File: src/rtl/rcmp_pkg.sv
package rcmp_pkg;

  // Keep the qualify point inside (skew, detect].
  function automatic int unsigned qual_clamp(input int unsigned skew,
                                             input int unsigned qual,
                                             input int unsigned detect);
    int unsigned q;
    q = qual;
    if (q <= skew)  q = skew + 1;
    if (q > detect) q = detect;
    if (q == 0)     q = 1;
    return q;
  endfunction

  // Run-length update: restart on agreement, saturate at the limit.
  function automatic int unsigned run_next(input int unsigned run,
                                           input logic        diff,
                                           input int unsigned limit);
    if (!diff)          return 0;
    else if (run < limit) return run + 1;
    else                return limit;
  endfunction

  // Stretch timer update: reload on a qualifying edge, else count down to 0.
  function automatic int unsigned stretch_next(input int unsigned cnt,
                                               input logic        load,
                                               input int unsigned len);
    if (load)          return len;
    else if (cnt != 0) return cnt - 1;
    else               return 0;
  endfunction

endpackage

File: src/rtl/mismatch_filter.sv
module mismatch_filter
  import rcmp_pkg::*;
#(
  parameter int unsigned QUAL_CYC = 25
) (
  input  logic clk,
  input  logic rst,
  input  logic diff_i,
  output logic first_o,  // this edge completes the qualifying run
  output logic hold_o    // run already qualified and still mismatching
);
  localparam int unsigned CW = $clog2(QUAL_CYC + 1);
  localparam logic [CW-1:0] QMAX  = CW'(QUAL_CYC);
  localparam logic [CW-1:0] QPREV = CW'(QUAL_CYC - 1);

  logic [CW-1:0] run_q;

  assign first_o = diff_i && (run_q == QPREV);
  assign hold_o  = diff_i && (run_q == QMAX);

  always_ff @(posedge clk) begin
    if (rst) run_q <= '0;
    else     run_q <= CW'(run_next(32'(run_q), diff_i, QUAL_CYC));
  end

  // a run qualifies only once
  p_single_first_r4: assert property (@(posedge clk) disable iff (rst)
    first_o |=> !first_o);
  // after a qualifying edge, continued mismatch is seen as held
  p_first_then_hold_r4: assert property (@(posedge clk) disable iff (rst)
    first_o && $past(1'b1) |=> (diff_i == hold_o));
  // agreement never qualifies
  p_agree_quiet_r1: assert property (@(posedge clk) disable iff (rst)
    !diff_i |-> !(first_o || hold_o));

endmodule

File: src/rtl/err_stretcher.sv
module err_stretcher
  import rcmp_pkg::*;
#(
  parameter int unsigned STRETCH_CYC = 25_000_000
) (
  input  logic clk,
  input  logic rst,
  input  logic load_i,
  output logic ind_o
);
  localparam int unsigned SW = $clog2(STRETCH_CYC + 1);

  logic [SW-1:0] left_q;

  assign ind_o = (left_q != '0);

  always_ff @(posedge clk) begin
    if (rst) left_q <= '0;
    else     left_q <= SW'(stretch_next(32'(left_q), load_i, STRETCH_CYC));
  end

  // a qualifying edge always lights the indicator
  p_load_lights_r5: assert property (@(posedge clk) disable iff (rst)
    load_i |=> ind_o);
  // the indicator cannot drop right after a load
  p_no_drop_on_load_r5: assert property (@(posedge clk) disable iff (rst)
    $fell(ind_o) |-> !$past(load_i));

endmodule

File: src/rtl/ref_compare_detector.sv
module ref_compare_detector
  import rcmp_pkg::*;
#(
  parameter int unsigned CH          = 16,
  parameter int unsigned SKEW_CYC    = 12,
  parameter int unsigned QUAL_CYC    = 25,
  parameter int unsigned DETECT_CYC  = 50,
  parameter int unsigned STRETCH_CYC = 25_000_000
) (
  input  logic          clk,
  input  logic          rst,
  input  logic          clr_flag,
  input  logic [CH-1:0] dut_out,
  input  logic [CH-1:0] gold_out,
  output logic [CH-1:0] err_ind,
  output logic          any_err
);
  localparam int unsigned QUAL_EFF = qual_clamp(SKEW_CYC, QUAL_CYC, DETECT_CYC);

  logic [CH-1:0] diff_w;
  logic [CH-1:0] first_w;
  logic [CH-1:0] hold_w;
  logic          new_err_w;

  assign diff_w    = dut_out ^ gold_out;
  assign new_err_w = |first_w;

  for (genvar g = 0; g < CH; g++) begin : g_lane
    mismatch_filter #(.QUAL_CYC(QUAL_EFF)) u_filt (
      .clk     (clk),
      .rst     (rst),
      .diff_i  (diff_w[g]),
      .first_o (first_w[g]),
      .hold_o  (hold_w[g])
    );
    err_stretcher #(.STRETCH_CYC(STRETCH_CYC)) u_str (
      .clk    (clk),
      .rst    (rst),
      .load_i (first_w[g] | hold_w[g]),
      .ind_o  (err_ind[g])
    );
  end

  always_ff @(posedge clk) begin
    if (rst)            any_err <= 1'b0;
    else if (new_err_w) any_err <= 1'b1;
    else if (clr_flag)  any_err <= 1'b0;
  end

  // a new qualification sets the flag even against a clear
  p_flag_set_r7: assert property (@(posedge clk) disable iff (rst)
    new_err_w |=> any_err);
  // the flag only drops on a clear
  p_flag_sticky_r7: assert property (@(posedge clk) disable iff (rst)
    any_err && !clr_flag |=> any_err);
  // a held mismatch keeps its indicator lit
  p_static_lit_r6: assert property (@(posedge clk) disable iff (rst)
    |hold_w |=> |err_ind);
  // reset clears the outputs
  p_reset_clear_r8: assert property (@(posedge clk)
    rst |=> (err_ind == '0) && !any_err);

endmodule

File: config.mk
export PLATFORM = sky130hd
export DESIGN_NAME = ref_compare_detector
export DESIGN_NICKNAME = d
export VERILOG_FILES = /design/src/rtl/rcmp_pkg.sv /design/src/rtl/mismatch_filter.sv /design/src/rtl/err_stretcher.sv /design/src/rtl/ref_compare_detector.sv
export SDC_FILE = /design/constraint.sdc
export NUM_CORES = 1
export LEC_CHECK = 0
export BUFFER_PORTS_ARGS = -buffer_cell sky130_fd_sc_hd__buf_4
export CELL_PAD_IN_SITES_DETAIL_PLACEMENT = 1
export CELL_PAD_IN_SITES_GLOBAL_PLACEMENT = 1
export CORE_AREA = 4 4 257 259
export CTS_BUF_LIST = sky130_fd_sc_hd__clkbuf_8 sky130_fd_sc_hd__clkbuf_16
export DETAILED_ROUTE_END_ITERATION = 10
export DIE_AREA = 0 0 261 263
export PLACE_DENSITY = 0.65
export SYNTH_ARGS = -nofsm -noshare
export SYNTH_HDL_FRONTEND = slang
export SYNTH_SLANG_ARGS = --single-unit
File: constraint.sdc
create_clock -name clk -period 5.64 [get_ports clk]
set_clock_uncertainty 0.05 [all_clocks]
set_input_delay 1.128 -clock clk [delete_from_list [all_inputs] [get_ports clk]]
set_output_delay 1.128 -clock clk [all_outputs]
set_load 0.05 [all_outputs]
# Word level (Yosys, flattened, before mapping)

Cells that the tools add are included.

Bits of input ports: 35
Logic and storage cells: 358
Flip-flop bits (word level): 481

Mux-type cells: 50
Equality and inequality tests: 32
Reductions and logical operators: 98
Bitwise logic cells: 65
Order comparisons: 16
$add $sub $neg: 32

Operators with widths:

| kind                    | number |
|---|---|
| $mux W25                | 32 |
| $reduce_bool A25 Y1     | 16 |
| $sub A25 B1 Y25 const B | 16 |
| $eq A5 B5 Y1 const B    | 32 |
| $reduce_or A3 Y1        | 32 |
| $add A5 B1 Y5 const B   | 16 |
| $lt A5 B5 Y1 const B    | 16 |
| $mux W5                 | 16 |
| $not A1 Y1              | 48 |
| $logic_and A1 B1 Y1     | 32 |
| $reduce_or A2 Y1        | 16 |
| $or A1 B1 Y1            | 16 |
| $reduce_or A16 Y1       | 1 |
| $xor A16 B16 Y16        | 1 |
| $mux W1                 | 2 |
| $reduce_bool A2 Y1      | 1 |

# Logic depth before layout (Yosys ltp)

Gate-level depths: netlist of run 1.

Word-level depth: 4
Gate-level depth with buffers: 9

# Cells and area by module

Synthesis of run 1 repeated with hierarchy kept, for this count alone.

Cell total of the unflattened synthesis: 2,536
Area total of the unflattened synthesis: 23,826.6 sq um

By module, submodules not included:

| module               | instances | area each (sq um) | cells an instance | sequential area each (sq um) |
|---|---|---|---|---|
| err_stretcher        | 16        | 1,191.1           | 128               | 500.5 |
| mismatch_filter      | 16        | 279.0             | 28                | 100.1 |
| ref_compare_detector | 1         | 304.0             | 40                | 20.0 |

# Least setup slack after synthesis of run 1

Ideal clock, no wire load.

Path type: reg-to-output
Start point: register g_lane[10].u_str.left_q[0]
End point: output port err_ind[10]
Stages on the path, launching flop included: 8
Data required time: 4.462 ns
Setup slack: 2.422 ns
Arrival time: 2.040 ns
Cell sequence: dfxtp_1 > inv_1 > ha_1 > nor3b_1 > nand4_1 > or3_1 > buf_2 > buf_4

Longest elaborated chain between the ends: 1

RTL lines:

| element                | line                       | RTL |
|---|---|---|
| start, declared        | err_stretcher.sv:13        | `logic [SW-1:0] left_q;` |
| start signal, assigned | err_stretcher.sv:19        | `else left_q <= SW'(stretch_next(32'(left_q), load_i, STRETCH_CYC));` |
| $reduce_bool A25 Y1    | err_stretcher.sv:15        | `assign ind_o = (left_q != '0);` |
| end, declared          | ref_compare_detector.sv:15 | `output logic [CH-1:0] err_ind,` |

Every way passes these cells.

# Worst setup path after layout of run 1

Same ends and word-level chain as after synthesis.

==> flow_summary_export.csv, run 1 <==
group,metric,value,unit
timing,grt_setup_unrepaired,"no",
routing,met3WireLength,1675,um
timing,max_freq,0.2318,GHz
power,clock_power_share,0.224,
logic_synthesis,synth_nets,2624,
setup_path,cp.required,4.46,ns
place,hpwl,35400,um
logic_synthesis,synth_cell_type_count,66,
timing,hold_violations,0,
clock_network,h-tree-depth,2,
setup_path,critPathTopFamily,"simple AND/OR/NAND/NOR gates",
setup_path,crit_chain,"inv_1 > ha_1 > nor3b_1 > nand4_1 > or3_1 > buf_4",
routing,routed_via_density,5.069,
timing,setup_viol,0,
logic_synthesis,ys_seq_area_frac,0.4345,
logic_synthesis,yosys_most_used_dff,"dfxtp_1",
clock_network,cts_resized,0,
setup_path,slowest_stage,"or3_1",
routing,drc,0,
floorplan,dieArea,68640,um2
floorplan,row_count,93,
floorplan,start_util,0.3469,
floorplan,core,63880,um2
floorplan,ios,52,
global_routing,grt_start_max_net_pins,36,
setup_path,max_stage_delay,0.64,ns
clock_network,cts_tree,"yes",
logic_synthesis,avgSynthCellArea,8.829,um2
layout,utilization,0.3934,
routing,final_antenna_net_count,0,
layout,layout_common_cells,"dfxtp_1 (481), nor2_1 (375), xnor2_1 (266)",
hold_path,min_path_type,"reg2reg",
timing,period_share,0.7647,
global_routing,antenna_found_initial,1,
job,drv_cap,0,
global_routing,grt.overflow.total,0,
place,port_buffers,51,
setup_path,cp-start-kind,"flip-flop",
layout,area_growth_syn_to_layout,13.40,%
place,routabilityCongestion,0.7769,
setup_path,arrival,3.14,ns
clock_network,postCtsSetupBuffers,0,
global_routing,grt_pass1_vias,18180,
power,p_switching,6.717,mW
routing,dr.max_layer_used,"met4",
layout,nets,2649,
global_routing,track_usage,0.1476,
logic_synthesis,synth_edf_count,0,
timing,tns,0,ns
layout,stdcell_count,3433,
clock_network,numCtsBuffers,56,
routing,routedWlPerCell,14.82,um
power,powerDensity,663.7,nW/um2
logic_synthesis,syn_inst,2510,
timing,finalMaxSlewViolations,0,
setup_path,path_buf_inv,2,
timing,whs,0.3890,ns
layout,fillCellCount,7381,
routing,firstDrtPassIters,4,
power,sequentialPowerShare,0.336,
clock_network,cts-root-buf,"clkbuf_16",
layout,mostFrequentLayoutCell,"dfxtp_1",
power,pwr-share-comb,0.441,
logic_synthesis,synth_area,22160,um2
setup_path,cp_max_fo,8,
floorplan,die_height,263,um
outcome,outcome,"complete, no violations",
logic_synthesis,async_flop_share,0,
power,swShare,0.4027,
floorplan,die_w,261,um
clock_network,clkTransAtPathRegs,0.05,ns
power,p_leak,9.387,nW
global_routing,grt_pass1_wl,87840,um
setup_path,worstSetupEndpointType,"output port",
routing,wl,50890,um
clock_network,clkLatencyLatePin,0.59,ns
routing,met1Wirelength,23900,um
clock_network,clock_sinks,481,
timing,min_period,4.313,ns
routing,dr.first_iter.drc_count,721,
logic_synthesis,yosysWarnings,0,
setup_path,crit_type,"reg2out",
logic_synthesis,ys_seq_elements,481,
place,dp_cells,3332,
timing,worstMarginPinSlew,1.070,ns
clock_network,cts_buffer_depth,3,
clock_network,hold_buffers,0,
routing,via_count,17400,
routing,dr_wl_met2,24200,um
power,p_int,9.961,mW
layout,drive_gt1_frac,0.08188,
timing,relSlewSlack,0.2810,
power,ir_drop,0.0002853,V
[synthesized netlist by cell type, types with 7 or more instances]
| master | n | area, um2 |
|---|---|---|
| a21oi_1 | 91 | 455.4 |
| o21ai_0 | 162 | 810.8 |
| nand2b_1 | 22 | 137.6 |
| nand4_1 | 26 | 162.7 |
| nor2b_1 | 7 | 43.79 |
| nand3b_1 | 10 | 75.07 |
| o21ai_1 | 7 | 35.03 |
| or3_1 | 51 | 319.1 |
| o31ai_1 | 8 | 60.06 |
| nand2_1 | 107 | 401.6 |
| nor4b_1 | 11 | 96.34 |
| nand3_1 | 51 | 255.2 |
| or4_4 | 9 | 101.4 |
| nor3b_1 | 27 | 202.7 |
| clkbuf_1 | 53 | 198.9 |
| a31oi_1 | 33 | 206.5 |
| xnor2_1 | 266 | 2330 |
| or2_2 | 18 | 112.6 |
| nand4b_1 | 8 | 70.07 |
| inv_1 | 67 | 251.5 |
| xor2_1 | 102 | 893.4 |
| nor2_1 | 375 | 1408 |
| o41ai_1 | 7 | 61.31 |
| nor4_1 | 98 | 613.1 |
| or2_1 | 13 | 81.33 |
| dfxtp_1 | 481 | 9629 |
| buf_2 | 10 | 50.05 |
| nor3_1 | 165 | 825.8 |
| nor4_2 | 9 | 112.6 |
| a22oi_1 | 8 | 60.06 |
| or4_1 | 42 | 315.3 |
| o22ai_1 | 10 | 62.56 |
| buf_4 | 21 | 157.7 |
| ha_1 | 79 | 988.5 |
[state kept, by name (all words and copies together), names as in the netlist]
signal	cells
any_err	1
g_lane.u_filt.run_q	80
g_lane.u_str.left_q	400
[worst register-to-register path, delay by kind of cell (launching register included)]
kind / cells / cell delay [ns]
compound gates: 2 / 0.46
fa+ha+maj: 1 / 0.17
buf+inv: 1 / 0.07
flops: 1 / 0.34
simple gates: 3 / 1.72
[through the flow]
stage	instance area [um2]	worst slack [ns]	power (mW)
2_1_floorplan	22160	2.422	11.53
3_3_place_gp	23200	2.088	12.68
3_5_place_dp	23200	1.987	13.03
4_1_cts	25130	1.301	16.94
5_1_grt	25130	1.135	18.14
6_report	25130	1.327	16.68
[area by class of cell]
type                       instances  area [um2]  share of cell area
timing repair buffer              58       435.4             0.01733
inverter                          68       255.2             0.01016
tap                              855        1070             0.04257
sequential                       481        9629              0.3832
antenna                            1       2.502          0.00009958
clock buffer                      73        1647             0.06552
clock inverter                    27       279.0             0.01110
multi-input combinational       1870       11810              0.4701
[power by group through the flow]
| stage | clock, mW | sequential [mW] | combinational (mW) |
|---|---|---|---|
| 2_1_floorplan | 0 | 5.38 | 6.15 |
| 3_3_place_gp | 0 | 5.57 | 7.11 |
| 3_5_place_dp | 0 | 5.66 | 7.37 |
| 4_1_cts | 3.88 | 5.60 | 7.46 |
| 5_1_grt | 4.02 | 5.79 | 8.34 |
| 6_report | 3.73 | 5.60 | 7.35 |
[logic make-up after synthesis]
family | synth area share
simple gates | 0.2540
flops | 0.4345
xor+xnor | 0.1454
compound gates | 0.08853
buf+inv | 0.03246
fa+ha+maj | 0.04460
mux | 0.0004517
[worst paths after layout]
kind | from | slack [ns] | cells after the start | end
setup / recovery | g_lane[10].u_str.left_q[0] | 1.33 | 6 | err_ind[10]
hold / removal | g_lane[0].u_str.left_q[0] | 0.39 | 1 | g_lane[0].u_str.left_q[0]
setup reg to reg | g_lane[10].u_str.left_q[0] | 2.70 | 7 | g_lane[10].u_str.left_q[21]
hold reg to reg | g_lane[0].u_str.left_q[0] | 0.39 | 1 | g_lane[0].u_str.left_q[0]
[routing by layer]
layer	global-route usage	up-vias
met5	0	-
met4	0.03709	0
met3	0.02886	74
met1	0.1888	8430
met2	0.2553	133
li1	-	8765
Power figures use the tool's default switching activity.
==> run 2, diff against run 1 <==
==> constraint.sdc (replaced) <==
create_clock -name clk -period 4 [get_ports clk]
set_clock_uncertainty 0.05 [all_clocks]
set_input_delay 0.8 -clock clk [delete_from_list [all_inputs] [get_ports clk]]
set_output_delay 0.8 -clock clk [all_outputs]
set_load 0.05 [all_outputs]
==> flow_summary_export.csv, run 2 (synthesized netlist as in run 1, its figures left out) <==
group,metric,value,unit
outcome,outcome,"complete, no violations",
clock_network,numCtsBuffers,56,
power,pwr-share-comb,0.449,
layout,nets,2655,
floorplan,die_w,261,um
layout,largest_register_ffs,400,
global_routing,antenna_found_initial,1,
floorplan,start_util,0.3469,
floorplan,ios,52,
global_routing,track_usage,0.1474,
setup_path,max_stage_delay,0.64,ns
routing,dr.first_iter.drc_count,494,
layout,utilization,0.3918,
layout,stdcell_count,3438,
clock_network,cts_tree,"yes",
floorplan,die_height,263,um
layout,multi_input_area,11820,um2
timing,tns,0,ns
routing,routedWlPerCell,14.94,um
timing,worstMarginPinSlew,0.8524,ns
place,routabilityCongestion,0.7542,
place,hpwl,35890,um
clock_network,clock_sinks,481,
timing,min_period,3.661,ns
timing,relSlewSlack,0.4265,
global_routing,grt_pass1_vias,18220,
power,sequentialPowerShare,0.340,
layout,drive_gt1_frac,0.08056,
power,powerDensity,929.1,nW/um2
place,dp_cells,3338,
routing,routed_via_density,5.073,
clock_network,h-tree-depth,2,
place,port_buffers,51,
routing,via_count,17440,
timing,hold_violations,0,
place,place_ws,0.6914,ns
floorplan,core,63880,um2
power,p_leak,9.372,nW
clock_network,hold_buffers,0,
timing,whs,0.3872,ns
layout,layout_common_cells,"dfxtp_1 (481), nor2_1 (375), xnor2_1 (266)",
global_routing,grt.overflow.total,0,
setup_path,slowest_stage,"or3_1",
layout,top_register,"g_lane.u_str.left_q",
layout,area_growth_syn_to_layout,12.93,%
layout,largestRegisters,"g_lane.u_str.left_q (400), g_lane.u_filt.run_q (80), any_err (1)",
routing,final_antenna_net_count,0,
global_routing,grt_start_max_net_pins,36,
hold_path,min_path_type,"reg2reg",
power,swShare,0.4098,
timing,setup_viol,0,
setup_path,arrival,2.81,ns
setup_path,worstSetupEndpointType,"output port",
global_routing,grt_pass1_wl,87710,um
routing,firstDrtPassIters,4,
setup_path,crit_type,"reg2out",
power,p_switching,9.530,mW
timing,fin_ws,0.3385,ns
clock_network,cts_buffer_depth,3,
job,drv_cap,0,
clock_network,clkTransAtPathRegs,0.06,ns
layout,seqCellArea,9629,um2
setup_path,crit_chain,"inv_1 > ha_1 > nor3b_2 > nand4_1 > or3_1 > buf_4",
layout,fillCellCount,7346,
power,ir_drop,0.0003764,V
setup_path,cp.required,3.15,ns
setup_path,cp_max_fo,8,
power,p_int,13.72,mW
power,clock_power_share,0.210,
floorplan,row_count,93,
layout,mostFrequentLayoutCell,"dfxtp_1",
timing,finalMaxSlewViolations,0,
setup_path,cp-start-kind,"flip-flop",
floorplan,dieArea,68640,um2
timing,max_freq,0.2731,GHz
timing,grt_setup_unrepaired,"no",
routing,drc,0,
routing,wl,51370,um
clock_network,clkLatencyLatePin,0.60,ns
clock_network,cts-root-buf,"clkbuf_16",
timing,period_share,0.9154,
[run 2: critical path: cells and delay by family (launching register included)]
kind,cells,cell delay (ns)
adder cells (fa/ha/maj),1,0.19
buffers and inverters,2,0.33
flip-flops,1,0.34
AND/OR/NAND/NOR,3,1.35
[run 2: worst paths after layout]
kind                                     from                    endpoint  slack, ns  depth (start not counted)
setup / recovery   g_lane[10].u_str.left_q[0]                 err_ind[10]       0.34                          6
hold / removal      g_lane[0].u_str.left_q[0]   g_lane[0].u_str.left_q[0]       0.39                          1
setup reg to reg  g_lane[14].u_str.left_q[15]  g_lane[14].u_str.left_q[4]       1.37                          5
hold reg to reg     g_lane[0].u_str.left_q[0]   g_lane[0].u_str.left_q[0]       0.39                          1
[run 2: per-stage QoR]
step,power (mW),instance area [um2]
after floorplan,16.26,22160
after global placement,17.94,23250
after detailed placement,18.46,23250
after CTS,23.58,25030
after global routing,25.27,25030
final,23.25,25030
[run 2: cell type report]
class                   instances  share of cell area
diodes                          1          0.00009998
clock buffers                  70             0.06414
clock inverters                29            0.006699
inverters                      68             0.01020
multi-input cells            1870              0.4722
flip-flops and latches        481              0.3847
well taps                     855             0.04274
repair buffers                 64             0.01920
[run 2: power by group through the flow]
| stage | Clock (mW) | Sequential (mW) | Combinational (mW) |
|---|---|---|---|
| after floorplan | 0 | 7.59 | 8.67 |
| after global placement | 0 | 7.85 | 10.1 |
| after detailed placement | 0 | 7.98 | 10.5 |
| after CTS | 5.08 | 7.91 | 10.6 |
| after global routing | 5.29 | 8.17 | 11.8 |
| final | 4.89 | 7.91 | 10.4 |
[run 2: what timing repair did]
item,4_1_cts,5_1_grt
endpoints found under the setup margin,1,0
hold endpoints to repair,0,0
setup buffers,0,0
gates resized for setup,1,0
[run 2: layer usage]
layer,up-vias,share of wire,GRT usage
li1,8784,-,-
met1,8442,0.46,0.1857
met2,140,0.49,0.2590
met3,76,0.031,0.02665
met4,0,0.021,0.03867
met5,-,0,0
